--- src/rtl/swz_pkg.sv ---
package swz_pkg;

    typedef enum logic [2:0] {
        SWZ_NONE     = 3'd0,
        SWZ_9        = 3'd1,
        SWZ_9_10     = 3'd2,
        SWZ_9_11     = 3'd3,
        SWZ_9_10_11  = 3'd4,
        SWZ_9_17     = 3'd5,
        SWZ_9_10_17  = 3'd6
    } swz_mode_e;

    typedef enum logic [1:0] {
        TILE_LINEAR = 2'b00,
        TILE_X      = 2'b01,
        TILE_Y      = 2'b10,
        TILE_RSVD   = 2'b11
    } tile_e;

    typedef enum logic [1:0] {
        KIND_OFF   = 2'b00,
        KIND_CHAN  = 2'b01,
        KIND_SIZE  = 2'b10,
        KIND_FIXED = 2'b11
    } cfg_kind_e;

    // channel-addressing word layout
    localparam int CH_AM_LSB   = 0;
    localparam int CH_SEL17    = 9;
    localparam int CH_XOR_OFF  = 10;

    localparam logic [1:0] AM_SINGLE = 2'b00;
    localparam logic [1:0] AM_ASYM   = 2'b01;
    localparam logic [1:0] AM_ILV    = 2'b10;

    localparam int SWZ_DST = 6;

    typedef struct packed {
        logic b17;
        logic b11;
        logic b10;
        logic b9;
    } swz_src_t;

    typedef struct packed {
        swz_mode_e mx;
        swz_mode_e my;
        logic      unknown;
    } swz_dec_t;

    function automatic logic swz_flip(swz_mode_e m, swz_src_t s);
        logic f;
        case (m)
            SWZ_9:       f = s.b9;
            SWZ_9_10:    f = s.b9 ^ s.b10;
            SWZ_9_11:    f = s.b9 ^ s.b11;
            SWZ_9_10_11: f = s.b9 ^ s.b10 ^ s.b11;
            SWZ_9_17:    f = s.b9 ^ s.b17;
            SWZ_9_10_17: f = s.b9 ^ s.b10 ^ s.b17;
            default:     f = 1'b0;
        endcase
        return f;
    endfunction

endpackage

--- src/rtl/swz_cfg_decode.sv ---
module swz_cfg_decode
    import swz_pkg::*;
#(
    parameter int CFG_W  = 32,
    parameter int SIZE_W = 8
) (
    input  logic [1:0]       kind,
    input  logic [CFG_W-1:0] word,
    output swz_dec_t         dec
);
    localparam int AM_W = 2;

    logic [AM_W-1:0]   am;
    logic [SIZE_W-1:0] size0, size1;

    assign am    = word[CH_AM_LSB +: AM_W];
    assign size0 = word[0 +: SIZE_W];
    assign size1 = word[SIZE_W +: SIZE_W];

    always_comb begin
        dec = '{mx: SWZ_NONE, my: SWZ_NONE, unknown: 1'b0};
        case (cfg_kind_e'(kind))
            KIND_FIXED: begin
                dec.mx = SWZ_9_10;
                dec.my = SWZ_9;
            end
            KIND_SIZE: begin
                if (size0 == size1) begin
                    dec.mx = SWZ_9_10;
                    dec.my = SWZ_9;
                end
            end
            KIND_CHAN: begin
                if (word == '1) begin
                    dec.unknown = 1'b1;
                end else if (am == AM_ILV) begin
                    if (word[CH_XOR_OFF]) begin
                        dec.mx = SWZ_9_10;
                        dec.my = SWZ_9;
                    end else if (!word[CH_SEL17]) begin
                        dec.mx = SWZ_9_10_11;
                        dec.my = SWZ_9_11;
                    end else begin
                        dec.mx = SWZ_9_10_17;
                        dec.my = SWZ_9_17;
                    end
                end else if (am != AM_SINGLE && am != AM_ASYM) begin
                    dec.unknown = 1'b1;
                end
            end
            default: ;
        endcase
        if (dec.unknown) begin
            dec.mx = SWZ_NONE;
            dec.my = SWZ_NONE;
        end
    end
endmodule

--- src/rtl/swz_mode_regs.sv ---
module swz_mode_regs
    import swz_pkg::*;
(
    input  logic      clk,
    input  logic      rst,
    input  logic      load,
    input  swz_dec_t  dec,
    output swz_mode_e mx,
    output swz_mode_e my,
    output logic      pin
);
    always_ff @(posedge clk) begin
        if (rst) begin
            mx  <= SWZ_NONE;
            my  <= SWZ_NONE;
            pin <= 1'b0;
        end else if (load) begin
            mx  <= dec.mx;
            my  <= dec.my;
            pin <= pin | dec.unknown;
        end
    end
endmodule

--- src/rtl/swz_xor_lane.sv ---
module swz_xor_lane
    import swz_pkg::*;
(
    input  swz_mode_e mode,
    input  swz_src_t  src,
    output logic      flip
);
    assign flip = swz_flip(mode, src);
endmodule

--- src/rtl/bit6_swizzler.sv ---
module bit6_swizzler
    import swz_pkg::*;
#(
    parameter int ADDR_W = 32,
    parameter int CFG_W  = 32,
    parameter int SIZE_W = 8
) (
    input  logic              clk,
    input  logic              rst,
    input  logic              quiesce,
    input  logic [1:0]        cfg_kind,
    input  logic [CFG_W-1:0]  cfg_word,
    input  logic [1:0]        tile,
    input  logic [ADDR_W-1:0] addr_in,
    output logic [ADDR_W-1:0] addr_out,
    output logic [2:0]        mode_x,
    output logic [2:0]        mode_y,
    output logic              pin_pages
);
    localparam int NLANE = 2;

    swz_dec_t   dec;
    swz_mode_e  mx_q, my_q;
    swz_src_t   src;
    logic [NLANE-1:0] flip;
    logic       flip_sel;

    swz_cfg_decode #(.CFG_W(CFG_W), .SIZE_W(SIZE_W)) u_dec (
        .kind (cfg_kind),
        .word (cfg_word),
        .dec  (dec)
    );

    swz_mode_regs u_regs (
        .clk  (clk),
        .rst  (rst),
        .load (quiesce),
        .dec  (dec),
        .mx   (mx_q),
        .my   (my_q),
        .pin  (pin_pages)
    );

    assign src = '{b17: addr_in[17], b11: addr_in[11], b10: addr_in[10], b9: addr_in[9]};

    // lane 0 serves X-tiled, lane 1 serves Y-tiled
    for (genvar g = 0; g < NLANE; g++) begin : g_lane
        swz_xor_lane u_lane (
            .mode ((g == 0) ? mx_q : my_q),
            .src  (src),
            .flip (flip[g])
        );
    end

    always_comb begin
        case (tile_e'(tile))
            TILE_X:  flip_sel = flip[0];
            TILE_Y:  flip_sel = flip[1];
            default: flip_sel = 1'b0;
        endcase
        addr_out = addr_in;
        addr_out[SWZ_DST] = addr_in[SWZ_DST] ^ flip_sel;
    end

    assign mode_x = mx_q;
    assign mode_y = my_q;
endmodule

--- config.mk ---
export PLATFORM = sky130hd
export DESIGN_NAME = bit6_swizzler
export DESIGN_NICKNAME = d
export VERILOG_FILES = /design/src/rtl/swz_pkg.sv /design/src/rtl/swz_cfg_decode.sv /design/src/rtl/swz_mode_regs.sv /design/src/rtl/swz_xor_lane.sv /design/src/rtl/bit6_swizzler.sv
export SDC_FILE = /design/constraint.sdc
export NUM_CORES = 1
export LEC_CHECK = 0
export ABC_AREA = 1
export BUFFER_PORTS_ARGS = -buffer_cell sky130_fd_sc_hd__buf_2
export CAP_MARGIN = 30
export CORE_UTILIZATION = 30
export DETAILED_ROUTE_END_ITERATION = 16
export HOLD_SLACK_MARGIN = 0.06
export PLACE_DENSITY = 0.8
export RECOVER_POWER = 100
export SYNTH_ARGS = -nofsm -noshare
export SYNTH_HDL_FRONTEND = slang
export SYNTH_SLANG_ARGS = --single-unit
--- constraint.sdc ---
create_clock -name clk -period 2.95 [get_ports clk]
set_input_delay 0.59 -clock clk [delete_from_list [all_inputs] [get_ports clk]]
set_output_delay 0.59 -clock clk [all_outputs]
set_load 0.02 [all_outputs]
==> flow_summary.json, run 1 <==
{
  "status": "finished with violations",
  "violations": "DRC",
  "final_cell_mix": "nand2_1 (48), buf_2 (26), inv_1 (23)",
  "htreeDepth": 1,
  "cp-end-kind": "output port",
  "synth_cells": 157,
  "synthTopCellsByArea": "buf_4 (26%), nand2_1 (20%), dfxtp_1 (13%), inv_1 (9.4%), nand3_1 (6.0%)",
  "drcViolationCount": 7,
  "ctsResizeCount": 0,
  "cts_inserted_buffers": 3,
  "cap_violations": 0,
  "seq_area_um2": 120,
  "worstPathArrival_ns": 1.69,
  "use_met3_pct": 4.99,
  "fin_nets": 241,
  "fin_crit_ns": 2.28,
  "area_delta_synth_final_pct": -1.09,
  "cp_slowest_cell": "clkbuf_1",
  "coreArea_um2": 2830,
  "syn_area_per_cell_um2": 5.83,
  "dp_slack_ns": 0.719,
  "fmaxAchievable_mhz": 438,
  "p_leak_nw": 0.496,
  "critPathLaunchType": "primary input",
  "rsz0062_at_grt": "false",
  "postLayoutCellArea_um2": 906,
  "worstSetupPathType": "primary input to output port",
  "antenna_found_initial": 0,
  "ant_nets": 0,
  "dp_hpwl_um": 1490,
  "die_area_um2": 3280,
  "io_buffers": 38,
  "drv_slew": 0,
  "cts_root_buffer": "clkbuf_4",
  "clock_skew_ns": 0,
  "grt_pass1_vias": 823,
  "busiest_layer": "met2",
  "die_h_um": 57.3,
  "synth_top_cell_by_area": "buf_4",
  "crit_path_frequent_cell": "nand2_1",
  "drt-pass1-iter-count": 10,
  "met2_usage_pct": 21.2,
  "multi_input_area_um2": 452,
  "grt.met1_usage_pct": 12.5,
  "synth_warnings": 0,
  "syn_area_um2": 916,
  "fin_ws_ns": 0.667,
  "grt_pass1_wl_um": 3090,
  "synth_edf_count": 0,
  "worstPathMaxFanout": 2,
  "required_ns": 2.36,
  "clockBufferDepth": 2,
  "setup_viol": 0,
  "holdWs_ns": 0.451,
  "r2r_slack_ns": 2.24,
  "slowest_delay_ns": 0.22,
  "postPlaceCellArea_um2": 905,
  "boundaryPins": 110,
  "synthDistinctLibCells": 19,
  "n_antenna_cell": 0,
  "ctsHoldBuffers": 0,
  "wl_um": 1740,
  "seq_area_frac_synth_pct": 13.1,
  "clkSlewWorstSetupHoldPaths_ns": 0.05,
  "tns_ns": 0,
  "power_density_nw_per_um2": 271,
  "die_x_um": 57.3,
  "gr-total-overflow": 0,
  "place_inst": 194,
  "final_common_cell": "nand2_1",
  "grt_start_max_net_pins": 8,
  "vias_per_cell": 4.41,
  "gp_congestion": 0.801,
  "crit_chain": "buf_2, inv_1, ha_1, a21boi_0, nand2_1, inv_2, nand3_2, nand2_2, nand3_1, nand2_1, clkbuf_1",
  "cts.sinks": 6,
  "hold_class": "flop to flop",
  "irDropWorstVdd_v": 0.000184,
  "vias": 869,
  "cp_top_family": "buffers and inverters",
  "yosys_most_used_dff": "dfxtp_1",
  "rows": 19,
  "drive_gt1_share_pct": 22.3,
  "drt-initial-drc-count": 32,
  "synth_seq_cells": 6,
  "track_usage_pct": 11.8,
  "finalHoldViolCount": 0,
  "path_buf_inv": 4,
  "ys_async_sr_fraction_pct": 0,
  "cts_tree": "done",
  "layout.cells.non_filler": 197,
  "post-route-period-util_pct": 77.4,
  "clkLatencyLatePin_ns": 0.25,
  "routedWlPerCell_um": 8.85,
  "cts_setup_buffers": 0,
  "start_util_pct": 32.4,
  "fill_cells": 317,
  "synth_top_area_share_pct": 26.2,
  "syn_nets": 230
}
==> stage by stage <==
stage / util, % / total power, W
3_3_place_gp: 32.0 / 0.000169
4_1_cts: 32.8 / 0.000253
6_report: 32.0 / 0.000246
2_1_floorplan: - / 0.000192
5_1_grt: 32.0 / 0.000267
3_5_place_dp: 32.0 / 0.000171
==> layer usage <==
metal  part of all wire [%]  vias up
met2                     51       26
met3                    8.3        0
met1                     40      381
met4                      0        0
met5                      0        -
li1                       -      462
==> cell type report <==
type                            instances  share of cell area, %
Clock buffer                            3                   2.49
Timing Repair Buffer                   38                   19.3
Tap cell                               31                   4.28
Multi-Input combinational cell         93                   49.9
Sequential cell                         6                   13.3
Inverter                               26                   10.8
==> sequential cells by signal, summed over array words and instances (netlist names) <==
name,cells
u_regs.my,3
u_regs.mx,2
u_regs.pin,1
==> worst paths after layout <==
| check | from | endpoint | depth (start not counted) |
|---|---|---|---|
| worst max-delay path | tile[0] | addr_out[6] | 11 |
| worst min-delay path | u_regs.pin$_SDFFE_PP0P_ | u_regs.pin$_SDFFE_PP0P_ | 2 |
| worst max register to register | u_regs.my[1]$_SDFFE_PP0P_ | u_regs.my[1]$_SDFFE_PP0P_ | 2 |
| worst min register to register | u_regs.pin$_SDFFE_PP0P_ | u_regs.pin$_SDFFE_PP0P_ | 2 |
==> worst register-to-register path, cell delays in order, from the launching register on <==
cell     delay (ns)
dfxtp_1        0.44
nand2_1        0.08
a21oi_1        0.13
==> power breakdown <==
group           total, W  switching [W]  leakage (nW)  internal, W
Combinational  0.0000824      0.0000485         0.434    0.0000339
Clock          0.0000785      0.0000323        0.0138    0.0000462
Sequential     0.0000850     0.00000187        0.0486    0.0000831
==> cells in the mapped netlist, drive strengths merged (2+ instances only) <==
| master | count |
|---|---|
| buf | 32 |
| ha | 2 |
| dfxtp | 6 |
| nor2 | 8 |
| nand3 | 12 |
| nand2 | 51 |
| nand4 | 2 |
| xnor2 | 4 |
| inv | 26 |
| nand3b | 2 |
| a21boi | 2 |
| a21oi | 7 |
==> cell families (layout without fill, tap and decap cells) <==
logic type                 after synthesis  after routing  synth area share [%]
other                                    1              1                 0.409
and+or+nand+nor                         77             77                  37.2
adders and majority gates                2              2                  2.73
DFF                                      6              6                  13.1
xor gates and xnor gates                 4              4                  3.82
AOI/OAI and AO/OA                        9              9                  5.87
buffers and inverters                   58             67                  36.9
(Power assumes the default switching activity.)
==> inputs of run 2 (changes only) <==
--- a/config.mk
+++ b/config.mk
@@ -5,13 +5,13 @@
 export SDC_FILE = /design/constraint.sdc
 export NUM_CORES = 1
 export LEC_CHECK = 0
-export ABC_AREA = 1
+export ABC_AREA = 0
 export BUFFER_PORTS_ARGS = -buffer_cell sky130_fd_sc_hd__buf_2
 export CAP_MARGIN = 30
-export CORE_UTILIZATION = 30
+export CORE_UTILIZATION = 27
 export DETAILED_ROUTE_END_ITERATION = 16
 export HOLD_SLACK_MARGIN = 0.06
-export PLACE_DENSITY = 0.8
+export PLACE_DENSITY = 0.83
 export RECOVER_POWER = 100
 export SYNTH_ARGS = -nofsm -noshare
 export SYNTH_HDL_FRONTEND = slang
==> constraint.sdc (replaced) <==
create_clock -name clk -period 1.8 [get_ports clk]
set_input_delay 0.36 -clock clk [delete_from_list [all_inputs] [get_ports clk]]
set_output_delay 0.36 -clock clk [all_outputs]
set_load 0.02 [all_outputs]
==> run 2 against run 1 <==
Against the previous run: the flow finishes with violations (setup timing); die area is 8.6% lower; worst setup slack worse by 0.95 ns; first-iteration DRC count is 78% lower; synthesized area is 18% lower; non-clock buffer count is 6 higher; flip-flop and latch count stayed put; cell count is 29% lower.
==> flow_summary.json, run 2 <==
{
  "cts_inserted_buffers": 3,
  "holdWs_ns": 0.356,
  "irDropWorstVdd_v": 0.000206,
  "ctsHoldBuffers": 0,
  "drt-pass1-iter-count": 4,
  "p_sw_w": 0.000118,
  "routedWlPerCell_um": 11.6,
  "worstReg2RegEnd": "u_regs.my[1]$_SDFFE_PP0P_",
  "synthDistinctLibCells": 28,
  "die_h_um": 54.7,
  "synth.most_common_cell": "buf_4",
  "vias_per_cell": 4.71,
  "drive_gt1_share_pct": 45.5,
  "drcViolationCount": 0,
  "die_area_um2": 3000,
  "combPwrFrac_pct": 36.4,
  "finalHoldViolCount": 0,
  "clkLatencyLatePin_ns": 0.24,
  "fin_nets": 185,
  "grt_pass1_wl_um": 2220,
  "p_leak_nw": 0.409,
  "fin_ws_ns": -0.282,
  "wl_um": 1630,
  "cts.sinks": 6,
  "dp_hpwl_um": 1320,
  "htreeDepth": 1,
  "clkSlewWorstSetupHoldPaths_ns": 0.04,
  "worstSetupPathType": "primary input to output port",
  "cp_slowest_cell": "mux2_4",
  "cts_root_buffer": "clkbuf_4",
  "n_antenna_cell": 0,
  "rr_worst_depth": 2,
  "drt-initial-drc-count": 7,
  "largest_reg_flops": 3,
  "final_cell_mix": "buf_2 (31), xnor2_1 (10), buf_4 (7)",
  "worstPathMaxFanout": 4,
  "coreArea_um2": 2540,
  "swShare_pct": 28.9,
  "synthTopCellsByArea": "buf_4 (32%), dfxtp_1 (16%), xnor2_1 (13%), a21oi_1 (4.0%), ha_1 (3.3%)",
  "power_frac_clock_pct": 29.4,
  "synth_seq_cells": 6,
  "synth_cells": 95,
  "critPathLaunch": "addr_in[9]",
  "final_common_cell": "buf_2",
  "synth_warnings": 0,
  "grt_pass1_vias": 557,
  "slowest_delay_ns": 0.32,
  "ant_nets": 0,
  "worstPathArrival_ns": 1.72,
  "critPathLaunchType": "primary input",
  "area_delta_synth_final_pct": 15.0,
  "drv_slew": 0,
  "setup_viol": 1,
  "io_buffers": 38,
  "final_util_pct": 33.9,
  "yosys_most_used_dff": "dfxtp_1",
  "r2r_slack_ns": 1.07,
  "seq_area_frac_synth_pct": 16.0,
  "rows": 18,
  "power_density_nw_per_um2": 472,
  "cp-end-kind": "output port",
  "hold_class": "primary input to flop",
  "synth_top_area_share_pct": 32.0,
  "synth_top_cell_by_area": "buf_4",
  "rsz0062_at_grt": "true",
  "syn_area_um2": 751,
  "gp_congestion": 0.695,
  "power.internal_w": 0.000290,
  "track_usage_pct": 10.9,
  "top_register": "u_regs.my",
  "synth_edf_count": 0,
  "cts_tree": "done",
  "fin_crit_ns": 2.08,
  "violations": "setup timing",
  "die_x_um": 54.7,
  "vias": 659,
  "crit_path_frequent_cell": "mux2_4",
  "boundaryPins": 110,
  "gr-total-overflow": 0,
  "syn_area_per_cell_um2": 7.90,
  "power_frac_seq_pct": 34.3,
  "start_util_pct": 29.5,
  "synth_common_cells": "buf_4 (32), xnor2_1 (11), a21oi_1 (6), dfxtp_1 (6), nor2_1 (6)",
  "post-route-period-util_pct": 116,
  "tns_ns": -0.282,
  "syn_nets": 168,
  "required_ns": 1.44,
  "clock_skew_ns": 0,
  "ys_async_sr_fraction_pct": 0,
  "worstSetupEndpoint": "addr_out[6]",
  "clockBufferDepth": 2,
  "crit_chain": "buf_8, xor2_4, mux2_4, mux2_4, a32oi_2, xnor2_2, buf_4",
  "cap_violations": 0,
  "timing.rr.start": "u_regs.my[1]$_SDFFE_PP0P_",
  "antenna_found_initial": 0,
  "grt_start_max_net_pins": 9,
  "fill_cells": 283,
  "power_w": 0.000408,
  "top_regs": "u_regs.my: 3 flops, u_regs.mx: 2 flops, u_regs.pin: 1 flops",
  "status": "finished with violations",
  "fmaxAchievable_mhz": 480
}
-- run 2: changes by cell type in the layout (fill, tap and decap cells not counted), moves of 5 or more --
cell and change:
nand2_1 -44, xnor2_1 +6, inv_1 -19, nand3_1 -11
buf_4 +7, buf_2 +5, clkbuf_1 -8
-- run 2: cell type report --
type	count	area [um^2]	share of cell area (%)
Timing Repair Buffer	44	253	29.3
Sequential cell	6	120	13.9
Multi-Input combinational cell	53	415	48.1
Tap cell	30	37.5	4.35
Clock buffer	3	22.5	2.61
Inverter	4	15.0	1.74
-- run 2: cell families (layout without fill, tap and decap cells) --
| logic type | count (synthesis) | in the layout | synth area share [%] |
|---|---|---|---|
| buf+inv | 36 | 51 | 34.0 |
| simple gates | 19 | 19 | 12.5 |
| compound gates | 16 | 16 | 14.5 |
| xor+xnor | 13 | 13 | 16.2 |
| flops | 6 | 6 | 16.0 |
| fa+ha+maj | 2 | 2 | 3.33 |
| mux | 2 | 2 | 3.00 |
| other cells | 1 | 1 | 0.500 |
-- run 2: through the flow --
stage / instance area, um^2 / std cells / worst slack (ns)
3_5_place_dp: 810 / 136 / -0.390
5_1_grt: 863 / 140 / -0.339
4_1_cts: 858 / 140 / -0.306
2_1_floorplan: 785 / 95 / -0.0778
3_3_place_gp: 810 / 136 / -0.363
6_report: 863 / 140 / -0.282
-- run 2: power groups by stage --
stage	clock (W)	combinational, W	sequential, W
after floorplan	0	0.000167	0.000145
after global placement	0	0.000137	0.000142
after detailed placement	0	0.000140	0.000142
after CTS	0.000124	0.000148	0.000140
after global routing	0.000129	0.000163	0.000140
final	0.000120	0.000148	0.000140
-- run 2: what timing repair did --
action                                  CTS  global route
setup buffers                             1             0
gates resized for setup                   6             2
endpoints found under the setup margin    1             1
pin swaps                                 3             2
endpoints found under the hold margin     0             0
-- run 2: critical path, delay by kind of cell --
kind / cells / cell delay [ns]
xor gates and xnor gates: 2 / 0.34
buffers and inverters: 2 / 0.26
AOI/OAI and AO/OA: 1 / 0.19
muxes: 2 / 0.58
-- run 2: routing by layer --
| metal | vias to the layer above | share of wire, % | routed length [um] | global-route usage [%] |
|---|---|---|---|---|
| li1 | 317 | - | - | - |
| met1 | 279 | 36 | 585 | 10.1 |
| met2 | 45 | 48 | 789 | 17.7 |
| met3 | 18 | 10 | 163 | 1.67 |
| met4 | 0 | 5.5 | 90 | 14.5 |
| met5 | - | 0 | 0 | 0 |
-- run 2: how the worst min path moves through the flow --
stage | from | end | slack, ns | cells past startpoint
after floorplan | rst | u_regs.mx[2]$_SDFFE_PP0P_ | 0.43 | 1
after global placement | u_regs.pin$_SDFFE_PP0P_ | u_regs.pin$_SDFFE_PP0P_ | 0.46 | 2
after detailed placement | u_regs.pin$_SDFFE_PP0P_ | u_regs.pin$_SDFFE_PP0P_ | 0.46 | 2
after CTS | rst | u_regs.my[0]$_SDFFE_PP0P_ | 0.35 | 2
after global routing | rst | u_regs.mx[1]$_SDFFE_PP0P_ | 0.37 | 2
final | rst | u_regs.my[1]$_SDFFE_PP0P_ | 0.36 | 2
